<file path="src/rtl/ssr_pkg.sv">
package ssr_pkg;

  // Strobes passed from control to datapath.
  typedef struct packed {
    logic segLoad;   // inner segment heads take the tap inputs
    logic tapDrive;  // tap drivers enabled
  } ssr_ctrl_t;

endpackage

</file>
<file path="src/rtl/ssr_segment.sv">
module ssr_segment #(
  parameter int LEN = 16
) (
  input  logic           clk,
  input  logic           dIn,
  output logic [LEN-1:0] q
);

  // q[0] is the head stage; q[LEN-1] is the tail that feeds the tap.
  always_ff @(posedge clk) begin
    q <= {q[LEN-2:0], dIn};
  end

endmodule

</file>
<file path="src/rtl/ssr_ctrl.sv">
module ssr_ctrl
  import ssr_pkg::*;
(
  input  logic      writeEn,
  output ssr_ctrl_t ctrl
);

  always_comb begin
    ctrl.segLoad  = writeEn;
    ctrl.tapDrive = ~writeEn;
  end

endmodule

</file>
<file path="src/rtl/ssr_datapath.sv">
module ssr_datapath
  import ssr_pkg::*;
#(
  parameter int SEG_LEN = 16,
  parameter int NUM_SEG = 4,
  localparam int TOTAL  = SEG_LEN * NUM_SEG
) (
  input  logic               clk,
  input  logic               serialIn,
  input  logic [NUM_SEG-2:0] tapIn,
  input  ssr_ctrl_t          ctrl,
  output logic [NUM_SEG-1:0] tapOut,
  output logic [TOTAL-1:0]   chainQ
);

  logic [NUM_SEG-1:0] segIn;

  for (genvar s = 0; s < NUM_SEG; s++) begin : g_seg
    logic [SEG_LEN-1:0] segQ;

    if (s == 0) begin : g_head
      assign segIn[s] = serialIn;
    end else begin : g_inner
      // Boundary selects: parallel entry in write mode, chain otherwise.
      assign segIn[s] = ctrl.segLoad ? tapIn[s-1] : tapOut[s-1];
    end

    ssr_segment #(.LEN(SEG_LEN)) u_seg (
      .clk (clk),
      .dIn (segIn[s]),
      .q   (segQ)
    );

    assign tapOut[s]                    = segQ[SEG_LEN-1];
    assign chainQ[s*SEG_LEN +: SEG_LEN] = segQ;
  end

endmodule

</file>
<file path="src/rtl/ssr_tapped_chain.sv">
module ssr_tapped_chain
  import ssr_pkg::*;
#(
  parameter int SEG_LEN = 16,
  parameter int NUM_SEG = 4,
  localparam int TOTAL  = SEG_LEN * NUM_SEG
) (
  input  logic               clk,
  input  logic               writeEn,
  input  logic               serialIn,
  input  logic [NUM_SEG-2:0] tapIn,
  output logic [NUM_SEG-1:0] tapOut,
  output logic [NUM_SEG-1:0] tapOe
);

  ssr_ctrl_t        ctrl;
  logic [TOTAL-1:0] chainQ;

  ssr_ctrl u_ctrl (
    .writeEn (writeEn),
    .ctrl    (ctrl)
  );

  ssr_datapath #(.SEG_LEN(SEG_LEN), .NUM_SEG(NUM_SEG)) u_dp (
    .clk      (clk),
    .serialIn (serialIn),
    .tapIn    (tapIn),
    .ctrl     (ctrl),
    .tapOut   (tapOut),
    .chainQ   (chainQ)
  );

  assign tapOe = {NUM_SEG{ctrl.tapDrive}};

endmodule

</file>
<file path="config.mk">
export PLATFORM = sky130hd
export DESIGN_NAME = ssr_tapped_chain
export DESIGN_NICKNAME = d
export VERILOG_FILES = /design/src/rtl/ssr_pkg.sv /design/src/rtl/ssr_segment.sv /design/src/rtl/ssr_ctrl.sv /design/src/rtl/ssr_datapath.sv /design/src/rtl/ssr_tapped_chain.sv
export SDC_FILE = /design/constraint.sdc
export NUM_CORES = 1
export LEC_CHECK = 0
export ABC_AREA = 1
export ABC_CLOCK_PERIOD_IN_PS = 1450
export BUFFER_PORTS_ARGS = -buffer_cell sky130_fd_sc_hd__buf_2
export CAP_MARGIN = 20
export CORE_MARGIN = 2
export CORE_UTILIZATION = 56
export CTS_CLUSTER_DIAMETER = 100
export CTS_CLUSTER_SIZE = 30
export DETAILED_ROUTE_END_ITERATION = 12
export GPL_ROUTABILITY_DRIVEN = 0
export GPL_TIMING_DRIVEN = 0
export PLACE_DENSITY = 0.72
export RECOVER_POWER = 50
export SYNTH_ARGS = -nofsm -noshare
export SYNTH_HDL_FRONTEND = slang
export SYNTH_SLANG_ARGS = --single-unit
</file>
<file path="constraint.sdc">
create_clock -name clk -period 1.45 [get_ports clk]
set_clock_uncertainty 0.05 [all_clocks]
set_input_delay 0.0725 -clock clk [delete_from_list [all_inputs] [get_ports clk]]
set_output_delay 0.0725 -clock clk [all_outputs]
set_load 0.005 [all_outputs]
</file>
* Word-level counts from Yosys, hierarchy flattened
Index checks and enable logic that the tools add are counted.
** Storage, ports and cells
- Logic and storage cells :: 8
- Input port bits :: 6
- Register bits after elaboration :: 64
** Cells by class
- Mux-type cells :: 3
- Bitwise gates (word level) :: 1
** Operators by type and width (count)
- $mux W1 :: 3
- $not A1 Y1 :: 1

* Depth between registers and ports, before layout
Gate-level depths: netlist of run 1.
- Word-level depth :: 1
- Gate-level depth with buffers :: 3
- Gate-level depth less buffers :: 3

* Cells and area by module
From an unflattened synthesis of run 1, not the netlist that was laid out.
** Unflattened totals
- Cell total of the unflattened synthesis :: 83
- Area total of the unflattened synthesis :: 1382.6 µm²
** By module, submodules not included
- ssr_segment :: times used 4, cells an instance 16, sequential area each 320.3 µm², area an instance 320.3 µm²
- ssr_datapath :: times used 1, cells an instance 14, sequential area each 0.0 µm², area an instance 67.6 µm²
- ssr_tapped_chain :: times used 1, cells an instance 3, sequential area each 0.0 µm², area an instance 22.5 µm²
- ssr_ctrl :: times used 1, cells an instance 2, sequential area each 0.0 µm², area an instance 11.3 µm²

* Worst setup path after synthesis of run 1
Ideal clock, no wire load.
- Kind :: flip-flop to flip-flop
- Start :: register u_dp.g_seg[0].u_seg.q[15]
- End :: register u_dp.g_seg[1].u_seg.q[0]
- Stages on the path, launching flop included :: 3
- Data arrival time :: 0.373 ns
- Library setup time :: 0.112 ns
- Slack :: 0.915 ns
- Period minus slack after synthesis :: 0.535 ns
- Path buffers :: 0
- Cells stage by stage :: dfxtp_1 > nand2_1 > nand2_1
** Between the ends
- Cells in the longest elaborated chain, start to end :: 1
** RTL lines
- start: declaration :: line ssr_segment.sv:6 : output logic [LEN-1:0] q
- start signal: assignment :: line ssr_segment.sv:11 : q <= {q[LEN-2:0], dIn};
- $mux W1 :: line ssr_datapath.sv:25 : assign segIn[s] = ctrl.segLoad ? tapIn[s-1] : tapOut[s-1];
- net u_dp.g_seg[1].u_seg.dIn :: line ssr_segment.sv:5 : input logic dIn,
- end signal: assignment :: line ssr_segment.sv:11
- end: declaration :: line ssr_segment.sv:6
The timed path passes the listed nets, and every way through them passes these cells.

* Final worst setup path of run 1
- Start :: input port tapIn[2]
- End :: register u_dp.g_seg[3].u_seg.q[0]
** Between the ends
- Cells in the longest elaborated chain, start to end :: 1
** RTL lines
- start: declaration :: line ssr_tapped_chain.sv:11 : input logic [NUM_SEG-2:0] tapIn,
- $mux W1 :: line ssr_datapath.sv:25
- net u_dp.g_seg[3].u_seg.dIn :: line ssr_segment.sv:5
- end signal: assignment :: line ssr_segment.sv:11
- end: declaration :: line ssr_segment.sv:6
The timed path passes the listed nets, and every way through them passes these cells.

==> results.sh, run 1 <==
export IMPL_status="finished clean"
export IMPL_rsz0062_at_grt="false"
export IMPL_synth_compound_area_frac=0
export IMPL_intPower_uw=2356
export IMPL_nFillCells=150
export IMPL_slowest_delay_ns=0.56
export IMPL_setup_tns_ns=0
export IMPL_clk_path_buf_depth=2
export IMPL_leakagePower_uw=0.0007417
export IMPL_synth_xor_xnor_area_share=0
export IMPL_core_area_um2=2255
export IMPL_synthCells=81
export IMPL_ant_nets=0
export IMPL_fin_util=0.7297
export IMPL_drt_iter0_markers=10
export IMPL_switchingPower_uw=554.0
export IMPL_syn_nets=87
export IMPL_total_power_uw=2910
export IMPL_yosysUniqueCellTypes=4
export IMPL_relSlewSlack=0.9227
export IMPL_vias=588
export IMPL_min_path_type="primary input to flop"
export IMPL_n_antenna_cell=0
export IMPL_synth_top_family_by_area="buffers and inverters"
export IMPL_avgSynthCellArea_um2=16.93
export IMPL_top_level_ports=14
export IMPL_io_buffers=13
export IMPL_clkPwrFrac=0.316
export IMPL_cts_setup_buffers=0
export IMPL_grt_usage=0.1487
export IMPL_die_area_um2=2861
export IMPL_largest_reg_flops=64
export IMPL_vdd_drop_max_v=0.001125
export IMPL_cts_sinks=64
export IMPL_syn_cell_area_um2=1371
export IMPL_critPathSlowestCell="dlygate4sd3_1"
export IMPL_dpl_hpwl_um=893.5
export IMPL_synthMuxAreaShare=0
export IMPL_critPathKind="primary input to flop"
export IMPL_post_drt_wl_per_cell_um=10.79
export IMPL_arrival_ns=1.39
export IMPL_cp_end_kind="flop"
export IMPL_p_sw_frac=0.1904
export IMPL_cts_buffers=9
export IMPL_cp_cell_sequence="dlygate4sd3_1 > buf_2 > nand2_1 > dlygate4sd3_1 > nand2_1"
export IMPL_grt_pass1_wl_um=2594
export IMPL_placementRows=17
export IMPL_synthSimpleGateAreaFrac=0.02464
export IMPL_slew_viol_final=0
export IMPL_cts_tree="built"
export IMPL_start_util=0.6082
export IMPL_wl_um=1532
export IMPL_first_global_vias=579
export IMPL_worstMarginPinSlew_ns=0.1158
export IMPL_yosysWarnings=0
export IMPL_power_frac_comb=0.023
export IMPL_seq_area_frac_synth=0.9343
export IMPL_path_delay_family="buffers and inverters"
export IMPL_vias_per_cell=4.141
export IMPL_setup_worst_path_start_class="primary input"
export IMPL_finalHoldViolCount=0
export IMPL_cts_root_buf="clkbuf_4"
export IMPL_syn2layout_area_growth_pct=19.98
export IMPL_post_route_period_util=0.8162
export IMPL_powerDensity_nw_per_um2=1768
export IMPL_die_h_um=53.49
export IMPL_grt_antenna_before_repair=0
export IMPL_clk_latency_ns=0.36
export IMPL_drc=0
export IMPL_mostFrequentLayoutCells="64 x dfxtp_1, 13 x buf_2, 9 x nand2_1, 9 x clkbuf_4"
export IMPL_setup_viol=0
export IMPL_synthAdderAreaFrac=0
export IMPL_seq_power_share=0.661
export IMPL_layout_nets=118
export IMPL_maxCapViolations=0
export IMPL_synth_seq_cells=64
export IMPL_min_period_ns=1.184
export IMPL_required_ns=1.66
export IMPL_grt_overflow=0
export IMPL_top_regs="u_dp.g_seg.u_seg.q (64)"
export IMPL_critPathMaxFanout=1
export IMPL_final_common_cell="dfxtp_1"
export IMPL_firstDrtPassIters=4
export IMPL_clk_pin_slew_worst_paths_ns=0.09
export IMPL_drive_gt1_frac=0.2895
export IMPL_max_freq_mhz=845.0
export IMPL_dieWidth_um=53.49
export IMPL_grt_max_degree=10
export IMPL_htreeDepth=3
export IMPL_crit_buf_inv=3
export IMPL_top_register="u_dp.g_seg.u_seg.q"
worst paths after layout:
| check | start | end | slack [ns] | depth (start not counted) |
|---|---|---|---|---|
| hold / removal | writeEn | u_dp.g_seg[3].u_seg.q[0] | 0.06 | 4 |
| setup / recovery | tapIn[2] | u_dp.g_seg[3].u_seg.q[0] | 0.27 | 5 |
| setup reg to reg | u_dp.g_seg[0].u_seg.q[15] | u_dp.g_seg[1].u_seg.q[0] | 0.83 | 2 |
| hold reg to reg | u_dp.g_seg[3].u_seg.q[1] | u_dp.g_seg[3].u_seg.q[2] | 0.27 | 0 |
per-layer routing:
layer,vias to the layer above,track usage,share of wire
li1,303,-,-
met1,261,0.1654,0.49
met2,20,0.1996,0.42
met3,4,0.1017,0.076
met4,0,0.1026,0.014
met5,-,0,0
metrics by stage:
stage | area, um2 | instances | setup slack [ns] | hold WS (ns)
5_1_grt | 1645 | 142 | 0.2506 | 0.06087
3_5_place_dp | 1471 | 122 | 0.7895 | 0.1271
2_1_floorplan | 1371 | 81 | 0.9153 | 0.05022
4_1_cts | 1645 | 142 | 0.3336 | 0.02015
3_3_place_gp | 1471 | 122 | 0.8023 | 0.1268
6_report | 1645 | 142 | 0.2665 | 0.05678
worst reg2reg max path, cell delays in order, from the launching register on:
cell,delay [ns]
dfxtp_1,0.33
nand2_1,0.09
nand2_1,0.05
synthesized netlist by cell type:
cell type / count / area, um2
nand2_1: 9 / 33.78
inv_2: 1 / 3.750
dfxtp_1: 64 / 1281
buf_4: 7 / 52.55
logic make-up (layout without fill, tap and decap cells):
logic type	after synthesis	count (layout)
flip-flops	64	64
AND/OR/NAND/NOR	9	9
buffers and inverters	8	41
power groups by stage:
stage	Combinational, uW	Clock (uW)	Sequential [uW]
3_5_place_dp	52.8	0	1970
4_1_cts	67.0	966	1930
3_3_place_gp	51.3	0	1960
5_1_grt	74.5	1040	1940
6_report	66.8	918	1920
2_1_floorplan	27.9	0	1950
layout make-up:
class,count,area (um2),area share
inverter,1,3.754,0.002281
sequential,64,1281,0.7787
clock buffer,12,98.84,0.06008
buffer,7,52.55,0.03194
clock inverter,1,5.005,0.003042
timing repair buffer,20,135.1,0.08213
tap,28,35.03,0.02129
multi-input combinational,9,33.78,0.02053
timing repair:
action | CTS | global route
hold endpoints to repair | 4 | 0
hold buffers | 7 | 0
gates resized for setup | 0 | 0
(Power assumes the default switching activity.)
==> inputs of run 2 (changes only) <==
Settings changed: ABC_AREA 1 to 0, ABC_CLOCK_PERIOD_IN_PS 1450 to 1200, CORE_UTILIZATION 56 to 53, PLACE_DENSITY 0.72 to 0.69.
Clock period 1.45 ns to 1.2 ns, I/O delays scaled along.
==> run 2 against run 1 <==
Compared with the run above:
- global-route usage down 1.8 points
- total power up 31%
- clock-buffer cell count up 1
- sequential share of layout area down 0.99 points
- highest routed layer unchanged
==> results.sh, run 2 <==
export IMPL_die_area_um2=3010
export IMPL_yosysUniqueCellTypes=4
export IMPL_synth_top_cells_by_area="dfxtp_1 93%, buf_4 3.8%, mux2_2 2.5%, inv_1 0.27%"
export IMPL_clk_path_buf_depth=2
export IMPL_drive_gt1_frac=0.3486
export IMPL_syn_cell_area_um2=1371
export IMPL_first_global_vias=539
export IMPL_nFillCells=156
export IMPL_cp_end_kind="output port"
export IMPL_slew_viol_final=0
export IMPL_syn_nets=81
export IMPL_hold_start="u_dp.g_seg[3].u_seg.q[3]"
export IMPL_mostFrequentLayoutCells="64 x dfxtp_1, 13 x buf_2, 9 x clkbuf_4"
export IMPL_placed_area_um2=1474
export IMPL_wl_um=1504
export IMPL_cts_tree="built"
export IMPL_required_ns=1.09
export IMPL_drt_iter0_markers=6
export IMPL_grt_pass1_wl_um=2277
export IMPL_synthTopCellsByCount="64 x dfxtp_1, 7 x buf_4, 3 x mux2_2"
export IMPL_cp_cell_sequence="dlygate4sd3_1 > buf_2 > inv_2 > buf_4 > buf_2"
export IMPL_vias=552
export IMPL_synthCells=75
export IMPL_htreeDepth=3
export IMPL_post_synth_top_count_cell="dfxtp_1"
export IMPL_die_h_um=54.87
export IMPL_critPathKind="primary input to output port"
export IMPL_avgSynthCellArea_um2=18.28
export IMPL_critPathSlowestCell="dlygate4sd3_1"
export IMPL_worstMarginPinSlew_ns=0.1144
export IMPL_vdd_drop_max_v=0.001583
export IMPL_synthFlopType="dfxtp_1"
export IMPL_synthArstFlopShare=0
export IMPL_core_area_um2=2455
export IMPL_reg2regPathDepth=1
export IMPL_hold_path_end="u_dp.g_seg[3].u_seg.q[4]"
export IMPL_setup_worst_path_start_class="primary input"
export IMPL_relSlewSlack=0.9237
export IMPL_crit_buf_inv=5
export IMPL_path_delay_family="buffers and inverters"
export IMPL_maxCapViolations=0
export IMPL_dpl_hpwl_um=793.5
export IMPL_cp_common_cell="buf_2"
export IMPL_syn2layout_area_growth_pct=21.53
export IMPL_setup_tns_ns=0
export IMPL_io_buffers=13
export IMPL_n_antenna_cell=0
export IMPL_max_freq_mhz=876.1
export IMPL_top_register="u_dp.g_seg.u_seg.q"
export IMPL_final_common_cell="dfxtp_1"
export IMPL_grt_max_degree=11
export IMPL_synth_area_leader_cell="dfxtp_1"
export IMPL_arrival_ns=1.03
export IMPL_cts_buffers=9
export IMPL_finalHoldViolCount=0
export IMPL_rsz0062_at_grt="false"
export IMPL_leakagePower_uw=0.0007420
export IMPL_largest_reg_flops=64
export IMPL_regToRegEndpoint="u_dp.g_seg[1].u_seg.q[0]"
export IMPL_cts_root_buf="clkbuf_4"
export IMPL_post_drt_wl_per_cell_um=10.82
export IMPL_drc=0
export IMPL_cts_sinks=64
export IMPL_top_regs="u_dp.g_seg.u_seg.q (64)"
export IMPL_min_path_cells=0
export IMPL_min_path_type="flop to flop"
export IMPL_grt_usage=0.1309
export IMPL_clk_latency_ns=0.37
export IMPL_synth_seq_cells=64
export IMPL_clk_pin_slew_worst_paths_ns=0.09
export IMPL_slowest_delay_ns=0.52
export IMPL_grt_overflow=0
export IMPL_min_period_ns=1.141
export IMPL_grt_antenna_before_repair=0
export IMPL_top_level_ports=14
export IMPL_r2r_start="u_dp.g_seg[0].u_seg.q[15]"
export IMPL_synth_top_area_frac=0.9343
export IMPL_layout_nets=110
export IMPL_critPathMaxFanout=4
export IMPL_firstDrtPassIters=3
export IMPL_vias_per_cell=3.971
export IMPL_setup_viol=0
export IMPL_yosysWarnings=0
export IMPL_r2r_slack_ns=0.44
export IMPL_synth_edf_count=0
export IMPL_post_route_period_util=0.9512
export IMPL_dieWidth_um=54.87
export IMPL_seq_area_frac_synth=0.9343
export IMPL_powerDensity_nw_per_um2=2286
export IMPL_ant_nets=0
export IMPL_status="finished clean"
export IMPL_placementRows=18
export IMPL_finalInstanceArea_um2=1667
export IMPL_start_util=0.5586
[run 2: cell families after synthesis]
family                 Yosys count  synth area share
multiplexers                     3           0.02463
flip-flops                      64            0.9343
buffers and inverters            8           0.04106
[run 2: layout make-up]
class | count | area, um2 | share of cell area
Buffer | 7 | 52.55 | 0.03153
Clock inverter | 3 | 40.04 | 0.02402
Inverter | 1 | 3.754 | 0.002252
Sequential cell | 64 | 1281 | 0.7688
Clock buffer | 13 | 102.6 | 0.06156
Timing Repair Buffer | 18 | 115.1 | 0.06907
Multi-Input combinational cell | 3 | 33.78 | 0.02027
Tap cell | 30 | 37.54 | 0.02252
[run 2: worst max-delay path by stage]
stage | cells past startpoint | to | startpoint
6_report | 5 | tapOe[1] | writeEn
4_1_cts | 5 | tapOe[2] | writeEn
5_1_grt | 5 | tapOe[1] | writeEn
3_3_place_gp | 1 | u_dp.g_seg[1].u_seg.q[0] | u_dp.g_seg[0].u_seg.q[15]
2_1_floorplan | 1 | u_dp.g_seg[1].u_seg.q[0] | u_dp.g_seg[0].u_seg.q[15]
3_5_place_dp | 1 | u_dp.g_seg[3].u_seg.q[0] | u_dp.g_seg[2].u_seg.q[15]
[run 2: report_power, final]
part	leakage [uW]	internal, uW	switching [uW]	total [uW]
combinational	0.000122	53.6	24.7	78.3
sequential	0.000540	2290	38.2	2330
clock	0.0000801	747	652	1400
total	0.000742	3090	715	3810
[run 2: metal layers]
metal	GRT usage	wire (um)	vias up
met5	0	0	-
met4	0.1000	21	0
met3	0.1284	166	2
met2	0.1627	589	20
met1	0.1285	726	244
li1	-	-	286
[run 2: repair_timing]
item                                    4_1_cts  5_1_grt
endpoints found under the hold margin         4        0
gates resized for setup                       0        1
endpoints found under the setup margin        0        2
hold buffers                                  5        0
setup buffers                                 0        0
[run 2: stage by stage]
stage	setup WS (ns)	hold slack (ns)	power [uW]	std cells	util
2_1_floorplan	0.5058	0.03772	2401	75	-
5_1_grt	0.03138	0.2583	3966	139	0.6789
3_3_place_gp	0.4568	0.1141	2441	118	0.6004
6_report	0.05860	0.2763	3809	139	0.6789
4_1_cts	0.03174	0.2461	3873	139	0.6789
3_5_place_dp	0.4553	0.1141	2448	118	0.6004
